File: src/rtl/tuc_pkg.sv
package tuc_pkg;

   localparam int FIELD_W = 8;
   localparam int ADDR_W  = 4;

   localparam logic [ADDR_W-1:0] ADR_SEC = 4'd0;
   localparam logic [ADDR_W-1:0] ADR_MIN = 4'd2;
   localparam logic [ADDR_W-1:0] ADR_HR  = 4'd4;
   localparam logic [ADDR_W-1:0] ADR_DOW = 4'd6;
   localparam logic [ADDR_W-1:0] ADR_DOM = 4'd7;
   localparam logic [ADDR_W-1:0] ADR_MON = 4'd8;
   localparam logic [ADDR_W-1:0] ADR_YR  = 4'd9;

   typedef enum logic [1:0] {PH_IDLE, PH_LEAD, PH_BUSY} tuc_phase_e;

   typedef struct packed {
      logic [FIELD_W-1:0] sec;
      logic [FIELD_W-1:0] min;
      logic [FIELD_W-1:0] hr;
      logic [FIELD_W-1:0] dow;
      logic [FIELD_W-1:0] dom;
      logic [FIELD_W-1:0] mon;
      logic [FIELD_W-1:0] yr;
   } tuc_time_t;

   // field byte -> binary value
   function automatic logic [6:0] fld_dec(logic [7:0] v, logic bin);
      if (bin) return v[6:0];
      return 7'(v[7:4]) * 7'd10 + 7'(v[3:0]);
   endfunction

   // binary value -> field byte
   function automatic logic [7:0] fld_enc(logic [6:0] b, logic bin);
      if (bin) return {1'b0, b};
      return {4'(b / 7'd10), 4'(b % 7'd10)};
   endfunction

   function automatic logic [6:0] month_days(logic [6:0] mon, logic [6:0] yr, int leap);
      case (mon)
         7'd2:                     return ((32'(yr) % leap) == 0) ? 7'd29 : 7'd28;
         7'd4, 7'd6, 7'd9, 7'd11:  return 7'd30;
         default:                  return 7'd31;
      endcase
   endfunction

endpackage

File: src/rtl/tuc_sequencer.sv
module tuc_sequencer
   import tuc_pkg::*;
#(
   parameter int LEAD_CYC = 8,
   parameter int WIN_CYC  = 65
) (
   input  logic clk,
   input  logic rst_n,
   input  logic ref_en,
   input  logic sec_tick,
   input  logic set_inh,
   output logic upd_stb,
   output logic uip,
   output logic upd_done
);
   localparam int CNT_MAX = (LEAD_CYC > WIN_CYC) ? LEAD_CYC : WIN_CYC;
   localparam int CNT_W   = $clog2(CNT_MAX + 1);
   localparam logic [CNT_W-1:0] LEAD_LAST = CNT_W'(LEAD_CYC - 1);
   localparam logic [CNT_W-1:0] WIN_LAST  = CNT_W'(WIN_CYC - 1);

   generate
      if (LEAD_CYC < 1) begin : g_bad_lead
         $error("LEAD_CYC must be at least 1");
      end
      if (WIN_CYC < 1) begin : g_bad_win
         $error("WIN_CYC must be at least 1");
      end
   endgenerate

   tuc_phase_e       phase_q;
   logic [CNT_W-1:0] cnt_q;

   always_ff @(posedge clk) begin
      if (!rst_n) begin
         phase_q  <= PH_IDLE;
         cnt_q    <= '0;
         upd_done <= 1'b0;
      end else begin
         upd_done <= 1'b0;
         case (phase_q)
            PH_IDLE: if (sec_tick && !set_inh) begin
               phase_q <= PH_LEAD;
               cnt_q   <= '0;
            end
            PH_LEAD: if (set_inh) begin
               phase_q <= PH_IDLE;
            end else if (ref_en) begin
               if (cnt_q == LEAD_LAST) begin
                  phase_q <= PH_BUSY;
                  cnt_q   <= '0;
               end else begin
                  cnt_q <= cnt_q + 1'b1;
               end
            end
            PH_BUSY: if (ref_en) begin
               if (cnt_q == WIN_LAST) begin
                  phase_q  <= PH_IDLE;
                  upd_done <= 1'b1;
               end else begin
                  cnt_q <= cnt_q + 1'b1;
               end
            end
            default: phase_q <= PH_IDLE;
         endcase
      end
   end

   assign upd_stb = (phase_q == PH_LEAD) && ref_en && !set_inh && (cnt_q == LEAD_LAST);
   assign uip     = (phase_q != PH_IDLE);

   AST_DONE_ON_FALL: assert property (@(posedge clk) disable iff (!rst_n)
      upd_done |-> (!uip && $past(uip)));
   AST_SET_BLOCKS_START: assert property (@(posedge clk) disable iff (!rst_n)
      (!uip && set_inh) |=> !uip);
   AST_STALL_WITHOUT_REF: assert property (@(posedge clk) disable iff (!rst_n)
      (uip && !ref_en && !set_inh) |=> uip);
   AST_NO_RETRIGGER: assert property (@(posedge clk) disable iff (!rst_n)
      (uip && sec_tick && !upd_done) |=> !upd_done || !uip);

endmodule

File: src/rtl/tuc_calendar.sv
module tuc_calendar
   import tuc_pkg::*;
#(
   parameter int LEAP_EVERY = 4
) (
   input  logic                clk,
   input  logic                rst_n,
   input  logic                upd_stb,
   input  logic                bin_mode,
   input  logic                h24_mode,
   input  logic                wr_en,
   input  logic [ADDR_W-1:0]   wr_addr,
   input  logic [FIELD_W-1:0]  wr_data,
   output tuc_time_t           time_q
);
   generate
      if (LEAP_EVERY < 1) begin : g_bad_leap
         $error("LEAP_EVERY must be at least 1");
      end
   endgenerate

   tuc_time_t time_d;

   always_comb begin
      logic [6:0] s, m, h, wd, d, mo, y, mlen;
      logic       pm, c_min, c_hr, c_day, c_mon, c_yr;
      time_d = time_q;
      s  = fld_dec(time_q.sec, bin_mode);
      m  = fld_dec(time_q.min, bin_mode);
      h  = fld_dec(h24_mode ? time_q.hr : {1'b0, time_q.hr[6:0]}, bin_mode);
      pm = time_q.hr[7];
      wd = fld_dec(time_q.dow, bin_mode);
      d  = fld_dec(time_q.dom, bin_mode);
      mo = fld_dec(time_q.mon, bin_mode);
      y  = fld_dec(time_q.yr, bin_mode);
      mlen = month_days(mo, y, LEAP_EVERY);

      c_min = (s >= 7'd59);
      c_hr  = c_min && (m >= 7'd59);
      if (h24_mode) c_day = c_hr && (h >= 7'd23);
      else          c_day = c_hr && pm && (h == 7'd11);
      c_mon = c_day && (d >= mlen);
      c_yr  = c_mon && (mo >= 7'd12);

      if (upd_stb) begin
         time_d.sec = fld_enc(c_min ? 7'd0 : s + 7'd1, bin_mode);
         if (c_min) time_d.min = fld_enc(c_hr ? 7'd0 : m + 7'd1, bin_mode);
         if (c_hr) begin
            if (h24_mode)
               time_d.hr = fld_enc(c_day ? 7'd0 : h + 7'd1, bin_mode);
            else if (h == 7'd11)
               time_d.hr = {~pm, fld_enc(7'd12, bin_mode)[6:0]};
            else if (h >= 7'd12)
               time_d.hr = {pm, fld_enc(7'd1, bin_mode)[6:0]};
            else
               time_d.hr = {pm, fld_enc(h + 7'd1, bin_mode)[6:0]};
         end
         if (c_day) begin
            time_d.dow = fld_enc((wd >= 7'd7) ? 7'd1 : wd + 7'd1, bin_mode);
            time_d.dom = fld_enc(c_mon ? 7'd1 : d + 7'd1, bin_mode);
         end
         if (c_mon) time_d.mon = fld_enc(c_yr ? 7'd1 : mo + 7'd1, bin_mode);
         if (c_yr)  time_d.yr  = fld_enc((y >= 7'd99) ? 7'd0 : y + 7'd1, bin_mode);
      end

      if (wr_en) begin
         case (wr_addr)
            ADR_SEC: time_d.sec = wr_data;
            ADR_MIN: time_d.min = wr_data;
            ADR_HR:  time_d.hr  = wr_data;
            ADR_DOW: time_d.dow = wr_data;
            ADR_DOM: time_d.dom = wr_data;
            ADR_MON: time_d.mon = wr_data;
            ADR_YR:  time_d.yr  = wr_data;
            default: ;
         endcase
      end
   end

   always_ff @(posedge clk) begin
      if (!rst_n) begin
         time_q <= '{sec: 8'h00, min: 8'h00, hr: 8'h00, dow: 8'h01,
                     dom: 8'h01, mon: 8'h01, yr: 8'h00};
      end else begin
         time_q <= time_d;
      end
   end

   AST_SEC_ALWAYS_MOVES: assert property (@(posedge clk) disable iff (!rst_n)
      (upd_stb && !wr_en) |=> (time_q.sec != $past(time_q.sec)));

endmodule

File: src/rtl/tuc_core.sv
module tuc_core
   import tuc_pkg::*;
#(
   parameter int LEAD_CYC   = 8,
   parameter int WIN_CYC    = 65,
   parameter int LEAP_EVERY = 4
) (
   input  logic       clk,
   input  logic       rst_n,
   input  logic       ref_en,
   input  logic       sec_tick,
   input  logic       set_inh,
   input  logic       bin_mode,
   input  logic       h24_mode,
   input  logic       wr_en,
   input  logic [3:0] wr_addr,
   input  logic [7:0] wr_data,
   output logic [7:0] sec_o,
   output logic [7:0] min_o,
   output logic [7:0] hr_o,
   output logic [7:0] dow_o,
   output logic [7:0] dom_o,
   output logic [7:0] mon_o,
   output logic [7:0] yr_o,
   output logic       uip,
   output logic       upd_done
);
   logic      upd_stb;
   tuc_time_t cal_q;

   tuc_sequencer #(.LEAD_CYC(LEAD_CYC), .WIN_CYC(WIN_CYC)) u_seq (
      .clk      (clk),
      .rst_n    (rst_n),
      .ref_en   (ref_en),
      .sec_tick (sec_tick),
      .set_inh  (set_inh),
      .upd_stb  (upd_stb),
      .uip      (uip),
      .upd_done (upd_done)
   );

   tuc_calendar #(.LEAP_EVERY(LEAP_EVERY)) u_cal (
      .clk      (clk),
      .rst_n    (rst_n),
      .upd_stb  (upd_stb),
      .bin_mode (bin_mode),
      .h24_mode (h24_mode),
      .wr_en    (wr_en),
      .wr_addr  (wr_addr),
      .wr_data  (wr_data),
      .time_q   (cal_q)
   );

   assign sec_o = cal_q.sec;
   assign min_o = cal_q.min;
   assign hr_o  = cal_q.hr;
   assign dow_o = cal_q.dow;
   assign dom_o = cal_q.dom;
   assign mon_o = cal_q.mon;
   assign yr_o  = cal_q.yr;

   AST_CHANGE_ONLY_IN_UIP: assert property (@(posedge clk) disable iff (!rst_n)
      (!$past(wr_en) && !$stable(cal_q)) |-> uip);

endmodule

File: config.mk
export PLATFORM = sky130hd
export DESIGN_NAME = tuc_core
export DESIGN_NICKNAME = d
export VERILOG_FILES = /design/src/rtl/tuc_pkg.sv /design/src/rtl/tuc_sequencer.sv /design/src/rtl/tuc_calendar.sv /design/src/rtl/tuc_core.sv
export SDC_FILE = /design/constraint.sdc
export NUM_CORES = 1
export LEC_CHECK = 0
export ABC_AREA = 1
export BUFFER_PORTS_ARGS = -buffer_cell sky130_fd_sc_hd__buf_2
export CORE_MARGIN = 3
export CORE_UTILIZATION = 45
export CTS_CLUSTER_DIAMETER = 40
export DETAILED_ROUTE_END_ITERATION = 10
export PLACE_DENSITY = 0.77
export SLEW_MARGIN = 10
export SYNTH_ARGS = -nofsm -noshare
export SYNTH_HDL_FRONTEND = slang
export SYNTH_HIERARCHICAL = 1
export SYNTH_SLANG_ARGS = --single-unit
export TNS_END_PERCENT = 5
File: constraint.sdc
create_clock -name clk -period 5.55 [get_ports clk]
set_input_delay 0.555 -clock clk [delete_from_list [all_inputs] [get_ports clk]]
set_output_delay 0.555 -clock clk [all_outputs]
set_load 0.05 [all_outputs]
Word level (Yosys, flattened, before mapping) --
Cells that the tools add are included.
Word-level totals: bits in registers 66, word-level logic and storage cells 205, input bits 20
Cells by class: $lt $le $gt $ge 8, eq/ne operators 24, divide/modulo/power cells 16, multiply operators 7, mux-type cells 104, reduce and logical (&&, ||, !) cells 20, $add $sub $neg 15, bitwise gates (word level) 1
Operator list (number):
- 7-bit 2-to-1 mux | 34
- 8-bit 2-to-1 mux | 28
- 56-bit 2-to-1 mux | 2
- 7-bit by 1-bit adder with 7-bit output (second input constant) | 8
- 7-bit by 4-bit divider with 7-bit output (second input constant) | 8
- 7-bit by 4-bit remainder unit with 7-bit output (second input constant) | 8
- 7-bit by 4-bit adder with 7-bit output | 7
- 4-bit by 3-bit multiplier with 6-bit output (second input constant) | 7
- 32-bit zero test | 1
- 1-bit 2-to-1 mux | 30
- 7-bit by 3-bit equality test with 1-bit output (second input constant) | 3
- 7-bit by 4-bit equality test with 1-bit output (second input constant) | 3
- 7-bit one-hot mux with 3 select lines | 1
- 16-bit 2-to-1 mux | 1
- 7-bit by 4-bit >= comparator with 1-bit output (second input constant) | 2
- 7-bit by 6-bit >= comparator with 1-bit output (second input constant) | 2
- 7-bit one-hot mux with 2 select lines | 1
- 4-bit by 3-bit equality test with 1-bit output (second input constant) | 3
- 2-bit 2-to-1 mux | 6
- 1-bit logical AND | 10
- 4-bit equality test (second input constant) | 2
- 2-bit inequality test (second input constant) | 4
- 7-bit by 2-bit equality test with 1-bit output (second input constant) | 1
- 7-bit equality test (second input constant) | 1
- other kinds (20) | 22

Logic depth before layout (Yosys ltp) --
Gate-level depths: netlist of run 1.
depth after elaboration 18, mapped depth 48, gate-level depth less buffers 48

Hierarchy --
Netlist of run 1, hierarchy kept.
By module, submodules not included:
- tuc_calendar | cells an instance 1348, instances 1, area an instance 8349.3 um^2
- tuc_sequencer | cells an instance 119, instances 1, area an instance 767.0 um^2

Least setup slack after synthesis of run 1 --
OpenSTA, ideal clock, no wires.
path kind reg2reg, from reg u_cal/time_q[13] in the netlist's numbering, to reg u_cal/time_q[20] in the netlist's numbering, stages on the path, launching flop included 45, data required time 5.483 ns, slack -0.349 ns, period minus slack after synthesis 5.899 ns, data arrival time 5.832 ns, setup time 0.067 ns, buffers on the path 0, cell sequence dfxtp_1 -> ha_1 -> ha_1 -> inv_1 -> fa_1 -> nor2_1 -> nand4_1 -> nand3_1 -> nand3_2 -> o21ai_4 -> nand2_1 -> nor4b_1 -> a21oi_1 -> a21oi_1 -> inv_1 -> ha_1 -> o21ai_0 -> a21oi_1 -> [... 9 more ...] -> inv_1 -> nand3_1 -> o21ai_2 -> nand2_2 -> o21ai_2 -> nand2_2 -> nand2_2 -> nand2_1 -> nand2_1 -> inv_1 -> ha_1 -> inv_1 -> nand3_2 -> nand3_2 -> nand2_1 -> o21ai_1 -> nand2_1 -> a21oi_2
On the way: cells in the longest elaborated chain, start to end 15, elaborated cells between the ends (all ways) 21, those cells by class add/sub (1); mul (1); div (1); order compare (1); eq/ne (5); mux (10); reduce/logical (2)
Ends and longest elaborated chain:
- start: declaration | line tuc_calendar.sv:14 | output tuc_time_t time_q
- start signal: assignment | line tuc_calendar.sv:82 | time_q <= '{sec: 8'h00, min: 8'h00, hr: 8'h00, dow: 8'h01,
- start signal: assignment | line tuc_calendar.sv:85 | time_q <= time_d;
- 4-bit by 3-bit multiplier with 6-bit output | line tuc_pkg.sv:29 | return 7'(v[7:4]) * 7'd10 + 7'(v[3:0]);
- 7-bit by 4-bit adder with 7-bit output | line tuc_pkg.sv:29
- 7-bit 2-to-1 mux (*) | line tuc_pkg.sv:29
- 7-bit by 3-bit equality test with 1-bit output / 7-bit by 4-bit equality test with 1-bit output (equally long branches) | line tuc_pkg.sv:39 | case (mon)
- 4-bit OR reduction | line tuc_pkg.sv:39
- 7-bit one-hot mux with 2 select lines (*) | line tuc_pkg.sv:39
- 7-bit >= comparator (*) | line tuc_calendar.sv:42 | c_mon = c_day && (d >= mlen);
- 1-bit logical AND (*) | line tuc_calendar.sv:42
- 7-bit 2-to-1 mux (*) | line tuc_calendar.sv:60 | time_d.dom = fld_enc(c_mon ? 7'd1 : d + 7'd1, bin_mode);
- 7-bit by 4-bit divider with 7-bit output / 8-bit 2-to-1 mux (equally long branches) | line tuc_pkg.sv:35, tuc_pkg.sv:34
- 8-bit 2-to-1 mux (*) | line tuc_pkg.sv:35 | return {4'(b / 7'd10), 4'(b % 7'd10)};
- 16-bit 2-to-1 mux (*) | line tuc_calendar.sv:58 | if (c_day) begin
- 56-bit 2-to-1 mux (*) | line tuc_calendar.sv:45 | if (upd_stb) begin
- 8-bit 2-to-1 mux | line tuc_calendar.sv:67 | case (wr_addr)
- 56-bit 2-to-1 mux (*) | line tuc_calendar.sv:66 | if (wr_en) begin
Mark *: on every way between the ends. The rest lies on a longest branch, timed or not. The select of a mux whose other input is x is not followed. A chain may end at the register's enable or synchronous reset.

Final worst setup path of run 1 --
from reg u_cal/time_q[15] in the netlist's numbering, to reg u_cal/time_q[20] in the netlist's numbering
On the way: cells in the longest elaborated chain, start to end 15, elaborated cells between the ends (all ways) 20, those cells by class add/sub (1); mul (1); div (1); order compare (1); eq/ne (5); mux (9); reduce/logical (2)
Ends and longest elaborated chain (line):
- 4-bit by 3-bit multiplier with 6-bit output (*) | tuc_pkg.sv:29
- 7-bit by 4-bit adder with 7-bit output (*) | tuc_pkg.sv:29
- 7-bit 2-to-1 mux (*) | tuc_pkg.sv:29
- 7-bit by 3-bit equality test with 1-bit output / 7-bit by 4-bit equality test with 1-bit output (equally long branches) | tuc_pkg.sv:39
- 4-bit OR reduction | tuc_pkg.sv:39
- 7-bit one-hot mux with 2 select lines (*) | tuc_pkg.sv:39
- 7-bit >= comparator (*) | tuc_calendar.sv:42
- 1-bit logical AND (*) | tuc_calendar.sv:42
- 7-bit 2-to-1 mux (*) | tuc_calendar.sv:60
- 7-bit by 4-bit divider with 7-bit output / 8-bit 2-to-1 mux (equally long branches) | tuc_pkg.sv:35, tuc_pkg.sv:34
- 8-bit 2-to-1 mux (*) | tuc_pkg.sv:35
- 16-bit 2-to-1 mux (*) | tuc_calendar.sv:58
- 56-bit 2-to-1 mux (*) | tuc_calendar.sv:45
- 8-bit 2-to-1 mux | tuc_calendar.sv:67
- 56-bit 2-to-1 mux (*) | tuc_calendar.sv:66
Marked as above.

==> impl_metrics.ini, run 1 <==
[run_status]
status = complete, no violations

[cts]
htree_levels = 3
holdBufCountCts = 0
cts-root-buf = clkbuf_16
cts_made_buffers = 9
clk_pin_slew_ps = 60
clockBufferDepth = 2
insertion_delay_ps = 340
clock_sinks = 66
cts_tree = yes

[sta]
maxSlewViolCount = 0
fin_crit_sh_pct = 97.4
relSlewSlack_pct = 47.8
tightest_slew_ps = 763
period_minus_slack_ps = 5400
grt_setup_unrepaired = yes
fmax_mhz = 185
setup_viol = 0
fin_worst_skew_ps = 3.96
hold_violations = 0
worst_slack_ps = 146

[floorplan]
io_pins = 78
die-area_mm2 = 0.0220
die_w_um = 148
core_mm2 = 0.0197
rows = 51
die_h_um = 148
start_util_pct = 46.4

[placement]
place_congestion = 0.904
place_ws_ps = -227
portBuffers = 77
placed_area_mm2 = 0.00978
dp_hpwl_mm = 19.2

[route]
ant_nets = 0
drc_errors = 0
num_vias = 9823
wl_mm = 25.5
dr.pass1.iters = 5
wire_per_inst_um = 13.9
drt_iter0_drc = 665
vias_per_cell = 5.37

[yosys]
netlist_instances = 1467
synth_area_mm2 = 0.00912
ys_ff_latch = 66
avgSynthCellArea_um2 = 6.21
syn_nets = 1578
ys_types = 65
yosys_warnings = 6
synth_top_area_cell = nand2_1
synth_top_cells_by_area = nand2_1 (16%), dfxtp_1 (14%), ha_1 (11%)
synth_ff_type = dfxtp_1
synth_edf_count = 0
async_flop_share_pct = 0
synth_top_area_share_pct = 16.2
synth_most_common_cell = nand2_1
ys_seq_area_share_pct = 14.5
ys_top_cells_by_count = nand2_1 (393), inv_1 (177), nand3_1 (120), a21oi_1 (111), nor2_1 (98)

[min_path]
worstHoldStart = u_seq/phase_q[1]
hold_path_class = flop to flop

[power]
power_frac_comb_pct = 36.2
pwr-share-clk_pct = 33.5
seqPwrFrac_pct = 30.3
pwr_density_cell_mw_per_mm2 = 159
p_leak_uw = 0.00524
ir_drop_mv = 0.142
p_sw_share_pct = 38.5
switchingPower_uw = 641
p_int_uw = 1020

[global_route]
grt-ovfl-total = 0
antenna_found_initial = 0
grt_pass1_wl_mm = 41.1
grt_pass1_vias = 8796
groute.usage.overall_pct = 22.0
grt_max_degree = 77

[setup_path]
path_class = flop to flop
cp-startpoint = u_cal/time_q[15]
cp.required_ps = 5820
timing.rr.start = u_cal/time_q[15]
end_kind = flop
crit_path_start_kind = flop
critPathMaxFanout = 5
cpMaxStageDelayCell = fa_2
arrival_ps = 5680
slowest_delay_ps = 450

[finish]
drive_above_1_share_pct = 20.8
antenna_cells = 0
stdcell_area_mm2 = 0.0105
fillers = 1963
nNetsFinal = 1671
syn2layout_area_growth_pct = 15.0

[job]
drv_cap = 0
through the flow:
| step | util [%] | cells | power, uW | TNS [ps] | hold WS, ps |
|---|---|---|---|---|---|
| floorplan | - | 1467 | 953 | 0 | 472 |
| global placement | 49.8 | 1797 | 1050 | 0 | 497 |
| detailed placement | 49.8 | 1797 | 1060 | -1310 | 511 |
| CTS | 51.7 | 1817 | 1630 | 0 | 518 |
| global route | 53.3 | 1830 | 1770 | -1840 | 545 |
| finish | 53.3 | 1830 | 1660 | 0 | 521 |
final timing paths:
path	endpoint	slack [ps]	depth (start not counted)
setup reg to reg	u_cal/time_q[20]	150	44
hold reg to reg	u_seq/phase_q[1]	520	2
hold / removal	u_seq/phase_q[1]	520	2
setup / recovery	u_cal/time_q[20]	150	44
power by group through the flow:
stage,Combinational (uW),Sequential (uW),Clock [uW]
after floorplan,414,539,0
after detailed placement,548,514,0
after CTS,559,504,565
final,603,504,557
after global routing,676,505,592
after global placement,535,513,0
layer usage:
metal	wire, um	up-vias	track usage (%)
met5	0	-	0
met4	641	0	5.64
met2	12600	250	39.8
met3	1380	43	3.32
li1	-	5027	-
met1	10900	4503	27.4
state kept, by name, summed over array words and instances, names as in the netlist:
name,count
u_seq/phase_q,2
u_seq/cnt_q,7
u_cal/time_q,56
u_seq/upd_done,1
area by class of cell:
cell class                 instances  area [um^2]  area share, %
timing repair buffer             114          683           6.52
sequential                        66         1330           12.7
tap                              265          332           3.16
clock inverter                     6         47.5          0.454
multi-input combinational       1169         7090           67.6
inverter                         200          753           7.19
clock buffer                      10          250           2.39
worst max-delay path, delay by kind of cell, from the launching register on:
| family | cells | cell delay (ps) |
|---|---|---|
| AO/OA/AOI/OAI | 8 | 930 |
| adder cells (fa/ha/maj) | 6 | 1390 |
| buffers and inverters | 8 | 530 |
| flip-flops | 1 | 330 |
| AND/OR/NAND/NOR | 22 | 2140 |
kinds of logic (layout without fill, tap and decap cells):
| family | count (synthesis) | after routing | share of synthesized area [%] |
|---|---|---|---|
| buffers and inverters | 232 | 330 | 10.8 |
| flip-flops | 66 | 66 | 14.5 |
| AND/OR/NAND/NOR | 764 | 764 | 39.4 |
| multiplexers | 1 | 1 | 0.110 |
| adder cells (fa/ha/maj) | 91 | 91 | 13.6 |
| XOR/XNOR | 31 | 31 | 3.23 |
| AO/OA/AOI/OAI | 282 | 282 | 18.3 |
what timing repair did:
action,CTS,global route
buffers inserted,4,13
pin swaps,16,32
gates resized for setup,16,53
endpoints found under the setup margin,8,10
cell usage in the layout, fill, tap and decap left out, drive strengths merged, types with 2 or more instances in the layout:
cell type  instances
nand2            440
inv              198
nand3            145
a21oi            117
o21ai            115
nor2             114
buf              114
ha                77
dfxtp             66
nand4             23
xor2              19
or2               16
fa                14
nand3b            13
a221oi            12
xnor2             12
clkbuf            10
o211ai            10
clkinv             7
a211oi             6
nor3               6
o21bai             5
a31oi              5
nor4               4
o221ai             3
o22ai              2
a21boi             2
No activity file was read; power rests on OpenSTA's default activity.
==> run 2, diff against run 1 <==
Settings changed: CORE_UTILIZATION 45 to 35, PLACE_DENSITY 0.77 to 0.65.
==> impl_metrics.ini, run 2 (synthesized netlist as in run 1, its figures left out) <==
[sta]
setup_viol = 0
fin_crit_sh_pct = 99.3
worst_slack_ps = 40.0
fin_worst_skew_ps = 7.45
period_minus_slack_ps = 5510
fmax_mhz = 181
relSlewSlack_pct = 42.4
grt_setup_unrepaired = yes
tightest_slew_ps = 842
hold_violations = 0
maxSlewViolCount = 0

[global_route]
grt_pass1_vias = 8883
grt-ovfl-total = 0
grt_pass1_wl_mm = 43.2
groute.usage.overall_pct = 18.3
grt_max_degree = 43
antenna_found_initial = 0

[setup_path]
cp.required_ps = 5830
r2r_slack_ps = 40
timing.rr.start = u_cal/time_q[13]
worstPathBufferInverterCount = 8
reg2reg_depth = 45
cp_top_family = simple AND/OR/NAND/NOR gates
critPathMaxFanout = 5
end_kind = flop
path_class = flop to flop
arrival_ps = 5790
slowest_delay_ps = 450
crit_path_start_kind = flop
r2r_end = u_cal/time_q[9]
cpMaxStageDelayCell = fa_1

[route]
ant_nets = 0
num_vias = 9749
dr.pass1.iters = 7
vias_per_cell = 5.10
drt_iter0_drc = 621
wire_per_inst_um = 13.8
drc_errors = 0
wl_mm = 26.4

[floorplan]
io_pins = 78
core_mm2 = 0.0254
die_w_um = 167
start_util_pct = 35.9
die-area_mm2 = 0.0280
die_h_um = 167
rows = 58

[cts]
htree_levels = 3
clock_sinks = 66
insertion_delay_ps = 340
clk_pin_slew_ps = 60
cts_tree = yes
cts_made_buffers = 9
cts-root-buf = clkbuf_16
clockBufferDepth = 2

[finish]
largest_registers = u_cal/time_q x56, u_seq/cnt_q x7, u_seq/phase_q x2
largest_reg_flops = 56
stdcell_area_mm2 = 0.0106
largest-register = u_cal/time_q
syn2layout_area_growth_pct = 15.9
nNetsFinal = 1686
final_common_cell = nand2_1
drive_above_1_share_pct = 20.6
final_core_utilization_pct = 41.6
layout_common_cells = nand2_1 (383), inv_1 (174), nand3_1 (114), a21oi_1 (110), nor2_1 (97)

[placement]
place_congestion = 0.926
place_ws_ps = -156
dp_hpwl_mm = 20.3
portBuffers = 77
placed_area_mm2 = 0.00991

[run_status]
status = complete, no violations

[min_path]
worstHoldStart = u_cal/time_q[47]
holdPathStages = 2
hold_path_class = flop to flop
worstHoldEndpoint = u_cal/time_q[47]

[power]
finalPower_uw = 1690
pwr_density_cell_mw_per_mm2 = 160
p_leak_uw = 0.00530
ir_drop_mv = 0.230

[job]
drv_cap = 0
-- run 2: cell types whose count changed in the layout (fill, tap and decap cells not counted), moves of 3 or more --
cell     before  now
nand2_4      11    8
inv_2        27   22
a21oi_2      12    7
dfxtp_2       3    6
a21oi_1     105  110
nand2_1     378  383
ha_4          6    2
ha_1         70   74
dfxtp_1      62   59
inv_1       168  174
buf_4        34   51
-- run 2: metal layers --
layer,routed length (um),up-vias,track usage (%)
met3,1240,41,2.76
met2,12600,181,31.6
met5,0,-,0
li1,-,5071,-
met1,11900,4456,23.4
met4,653,0,5.80
-- run 2: final cells by class --
cell class | instances | area, um^2
Fill cell | 2714 | 14800
Multi-Input combinational cell | 1169 | 6980
Sequential cell | 66 | 1330
Timing Repair Buffer | 129 | 779
Inverter | 200 | 751
Tap cell | 330 | 413
Clock buffer | 9 | 225
Clock inverter | 7 | 77.6
Antenna cell | 2 | 5.00
-- run 2: what timing repair did --
item	4_1_cts	5_1_grt
hold endpoints to repair	0	0
gates resized for setup	16	26
setup buffers	15	9
pin swaps	17	13
setup endpoints to repair	8	14
hold buffers	0	0
-- run 2: worst max path at each step --
stage                startpoint               end  depth (start not counted)
4_1_cts        u_cal/time_q[13]  u_cal/time_q[20]                         44
5_1_grt        u_cal/time_q[13]  u_cal/time_q[10]                         41
3_3_place_gp   u_cal/time_q[13]   u_cal/time_q[9]                         43
6_report       u_cal/time_q[13]   u_cal/time_q[9]                         45
3_5_place_dp   u_cal/time_q[13]   u_cal/time_q[9]                         43
2_1_floorplan  u_cal/time_q[15]  u_cal/time_q[20]                         44
-- run 2: power by group --
part	leakage, uW	switching (uW)	total [uW]	internal (uW)
logic	0.00462	396	607	211
registers	0.000538	18.1	503	485
clock network	0.000146	232	584	351
-- run 2: tightest hold or removal path: cells and delay by family (launching register included) --
kind | cells | cell delay [ps]
flip-flops | 1 | 350
AND/OR/NAND/NOR | 1 | 70
AO/OA/AOI/OAI | 1 | 60
-- run 2: through the flow --
step                      std cells  setup TNS [ps]  hold WS (ps)
after global routing           1910           -2360           527
final                          1912               0           514
after CTS                      1901               0           511
after floorplan                1467               0           472
after detailed placement       1870            -840           510
after global placement         1870               0           505
